**config.mk**
```make
export PLATFORM = sky130hd
export DESIGN_NAME = halfadd_loop_adder
export DESIGN_NICKNAME = d
export VERILOG_FILES = /design/src/rtl/halfadd_loop_adder.sv
export SDC_FILE = /design/constraint.sdc
export NUM_CORES = 1
export LEC_CHECK = 0
export BUFFER_PORTS_ARGS = -buffer_cell sky130_fd_sc_hd__buf_2
export CAP_MARGIN = 20
export CORE_MARGIN = 2
export CORE_UTILIZATION = 54
export CTS_CLUSTER_DIAMETER = 60
export CTS_CLUSTER_SIZE = 28
export DETAILED_ROUTE_END_ITERATION = 6
export HOLD_SLACK_MARGIN = 0.06
export PLACE_DENSITY = 0.81
export SYNTH_ARGS = -nofsm -noshare
export SYNTH_HDL_FRONTEND = slang
export SYNTH_SLANG_ARGS = --single-unit
```
**constraint.sdc**
```tcl
create_clock -name clk -period 2.28 [get_ports clk]
set_input_delay 0.342 -clock clk [delete_from_list [all_inputs] [get_ports clk]]
set_output_delay 0.342 -clock clk [all_outputs]
set_load 0.02 [all_outputs]
```
**src/rtl/halfadd_loop_adder.sv**
```systemverilog
module halfadd_loop_adder #(
  parameter int WIDTH = 8
) (
  input  logic             clk,
  input  logic             rst_n,
  input  logic             req,
  input  logic [WIDTH-1:0] opa,
  input  logic [WIDTH-1:0] opb,
  output logic [WIDTH-1:0] sum,
  output logic             cout,
  output logic             done
);

  localparam int TW = WIDTH + 2;

  logic             sel;
  logic [WIDTH-1:0] sum_q;
  logic [WIDTH-1:0] cry_q;
  logic             cout_q;

  wire [WIDTH-1:0] ha_x = sel ? sum_q : opa;
  wire [WIDTH-1:0] ha_y = sel ? {cry_q[WIDTH-2:0], 1'b0} : opb;

  always_ff @(posedge clk) begin
    if (!rst_n) begin
      sel    <= 1'b0;
      sum_q  <= '0;
      cry_q  <= '0;
      cout_q <= 1'b0;
    end else if (!req) begin
      sel <= 1'b0;
    end else begin
      if (!sel) begin
        sel    <= 1'b1;
        cout_q <= 1'b0;
      end else begin
        cout_q <= cout_q | cry_q[WIDTH-1];
      end
      sum_q <= ha_x ^ ha_y;
      cry_q <= ha_x & ha_y;
    end
  end

  assign sum  = sum_q;
  assign cout = cout_q;
  assign done = sel & ~|cry_q;

  wire [TW-1:0] total = TW'(sum_q) + (TW'(cry_q) << 1) + (TW'(cout_q) << WIDTH);


  load_total_chk: assert property (@(posedge clk) disable iff (!rst_n)
    (!sel && req) |=> (total == (TW'($past(opa)) + TW'($past(opb)))) && !cout_q);


  iter_conserve_chk: assert property (@(posedge clk) disable iff (!rst_n)
    (sel && req) |=> total == $past(total));


  cout_sticky_chk: assert property (@(posedge clk) disable iff (!rst_n)
    (sel && req && cout_q) |=> cout_q);


  drop_clears_chk: assert property (@(posedge clk) disable iff (!rst_n)
    !req |=> !done);


  hold_result_chk: assert property (@(posedge clk) disable iff (!rst_n)
    (done && req) |=> done && $stable(sum) && $stable(cout));

endmodule

```
==> results.json <==
{
  "antenna_cells": 0,
  "grt_antenna_before_repair": 0,
  "reg2reg_from": "sel$_SDFF_PN0_",
  "drtPass1Iterations": 4,
  "die_y_um": 47.1,
  "clkSinkCount": 18,
  "remaining_drc_errors": 0,
  "crit_type": "flop to output port",
  "hold-path-cell-count": 2,
  "cp.required_ps": 1940,
  "dieArea_um2": 2210,
  "fin_skew_ps": 3.03,
  "worst_setup_path_end_kind": "output port",
  "cts_buffer_depth": 2,
  "num_io_pins": 29,
  "setup-violations-final": 0,
  "highest_layer": "met4",
  "p_leak_nw": 0.589,
  "syn_avg_cell_area_um2": 11.5,
  "wl_per_cell_um": 11.7,
  "r2r_cells": 5,
  "dr_wl_met2_um": 739,
  "cp_cell_sequence": "buf_4, and4b_2, buf_2",
  "synthCells": 87,
  "run_status": "complete, no violations",
  "worst_slack_ps": 560,
  "place_congestion": 0.682,
  "seq_area_frac_synth": 0.360,
  "final_net_count": 143,
  "hp-start": "rst_n",
  "cap_violations": 0,
  "reg2reg_slack_ps": 640,
  "cts-hold-fix-buffers": 0,
  "fmax_mhz": 581,
  "synth_warnings": 0,
  "ir_drop_mv": 0.487,
  "hold_viol": 0,
  "grtUsageTotal": 0.171,
  "port_buffers": 28,
  "drt-total-wl_um": 1620,
  "holdPathEnd": "sel$_SDFF_PN0_",
  "worstMarginPinSlew_ps": 512,
  "drt_iter0_drc": 9,
  "power.density_nw_per_um2": 569,
  "fp.dieW_um": 47.1,
  "clkLatencyLatePin_ps": 280,
  "overflow": 0,
  "tns_ps": 0,
  "startpoint_type": "flop",
  "grt_max_degree": 20,
  "post_cts_resized": 0,
  "finalPower_uw": 648,
  "slew_viol_final": 0,
  "multi_input_area_um2": 574,
  "areaGrowthSynthToFinish_pct": 13.9,
  "yosysUniqueCellTypes": 18,
  "period_share": 0.754,
  "cts_tree": "built",
  "grt_pass1_vias": 671,
  "via_per_inst": 4.87,
  "m1WireLength_um": 795,
  "dp_slack_ps": 659,
  "maxSlewHeadroom": 0.659,
  "cts-buffers-inserted": 3,
  "cp_slowest_stage_delay_ps": 410,
  "fin_crit_ps": 1720,
  "cts_setup_buffers": 0,
  "drive_above_1_share": 0.430,
  "arrival_ps": 1380,
  "yosys.area.top_type_share": 0.360,
  "dp_hpwl_um": 1210,
  "htree_levels": 1,
  "worst_r2r_endpoint": "sum[4]$_SDFFE_PN0P_",
  "syn-cell-area_um2": 1000,
  "syn-num-nets": 114,
  "synth_top_cell_by_area": "dfxtp_1",
  "vias": 677,
  "core_area_um2": 1730,
  "initial_utilization": 0.580,
  "met3_length_um": 75,
  "rows": 15,
  "grt_pass1_wl_um": 2660,
  "seqCellArea_um2": 360,
  "rsz0062_at_grt": "false",
  "clkTransAtPathRegs_ps": 90,
  "cts_root_buf": "clkbuf_4",
  "worstPathMaxFanout": 14,
  "synth_area_leaders": "dfxtp_1 (36%), mux2i_1 (16%), mux2_4 (12%)",
  "ys_ff_latch": 18,
  "hp-class": "input pin to flop",
  "num-fill-cells": 160,
  "antenna_left": 0,
  "cpMaxStageDelayCell": "dfxtp_1"
}
cells by family after synthesis:
| kind of cell | Yosys count | share of synthesized area |
|---|---|---|
| adders and majority gates | 8 | 0.100 |
| AOI/OAI and AO/OA | 1 | 0.00500 |
| and+or+nand+nor | 23 | 0.110 |
| DFF | 18 | 0.360 |
| buffers and inverters | 6 | 0.0662 |
| muxes | 31 | 0.359 |
flip-flops by register name, summed over array words and instances, names as in the netlist:
register	flops
sum	8
sel	1
cout	1
cry_q	8
where the power goes:
part / internal, mW / switching (mW) / leakage [nW]
logic: 0.0799 / 0.0718 / 0.427
registers: 0.334 / 0.0139 / 0.147
clock network: 0.0612 / 0.0873 / 0.0138
metal layers:
layer / up-vias / GRT usage
met3: 2 / 0.0231
met5: - / 0
met2: 17 / 0.288
met1: 301 / 0.222
met4: 0 / 0.0667
li1: 357 / -
critical path: cells and delay by family (launching register included):
kind | cells | cell delay, ps
buf+inv | 2 | 430
flops | 1 | 410
simple gates | 1 | 250
cell usage after synthesis:
cell type / instances
and2b_1: 1
mux2_2: 7
and2b_2: 1
nor2_1: 16
nor4_1: 1
mux2i_1: 16
nor3_1: 2
and2_1: 1
and4b_2: 1
buf_8: 1
a21oi_1: 1
buf_12: 1
buf_2: 1
buf_6: 2
ha_1: 8
mux2_4: 8
dfxtp_1: 18
clkinv_1: 1
how the worst max path moves through the flow:
stage	slack, ps	start	to	cells after the start
after floorplan	870	sel$_SDFF_PN0_	sum[2]$_SDFFE_PN0P_	6
after global placement	700	sel$_SDFF_PN0_	sum[4]$_SDFFE_PN0P_	5
after detailed placement	660	sel$_SDFF_PN0_	sum[5]$_SDFFE_PN0P_	5
after CTS	540	sel$_SDFF_PN0_	done	3
after global routing	470	sel$_SDFF_PN0_	done	3
final	560	sel$_SDFF_PN0_	done	3
stage by stage:
stage	instances	util	cell area (um^2)	hold slack, ps
2_1_floorplan	87	-	1000	469
3_3_place_gp	136	0.647	1120	484
3_5_place_dp	136	0.647	1120	503
4_1_cts	139	0.660	1140	273
5_1_grt	139	0.660	1140	286
6_report	139	0.660	1140	283
final cells by class:
class / instances / share of cell area
clock buffer: 3 / 0.0198
inverter: 1 / 0.00329
multi-input combinational: 63 / 0.504
sequential: 18 / 0.316
tap: 25 / 0.0274
timing repair buffer: 29 / 0.130
cell usage in the layout (no fill, tap or decap), drive strengths merged:
cell    Yosys  routed
buf         5      29
dfxtp      18      18
mux2i      16      16
nor2       16      16
mux2       15      15
ha          8       8
clkbuf      0       3
nor3        2       2
and2b       2       2
nor4        1       1
and4b       1       1
clkinv      1       1
and2        1       1
a21oi       1       1
Note: power is estimated with default switching activity, not from simulation.
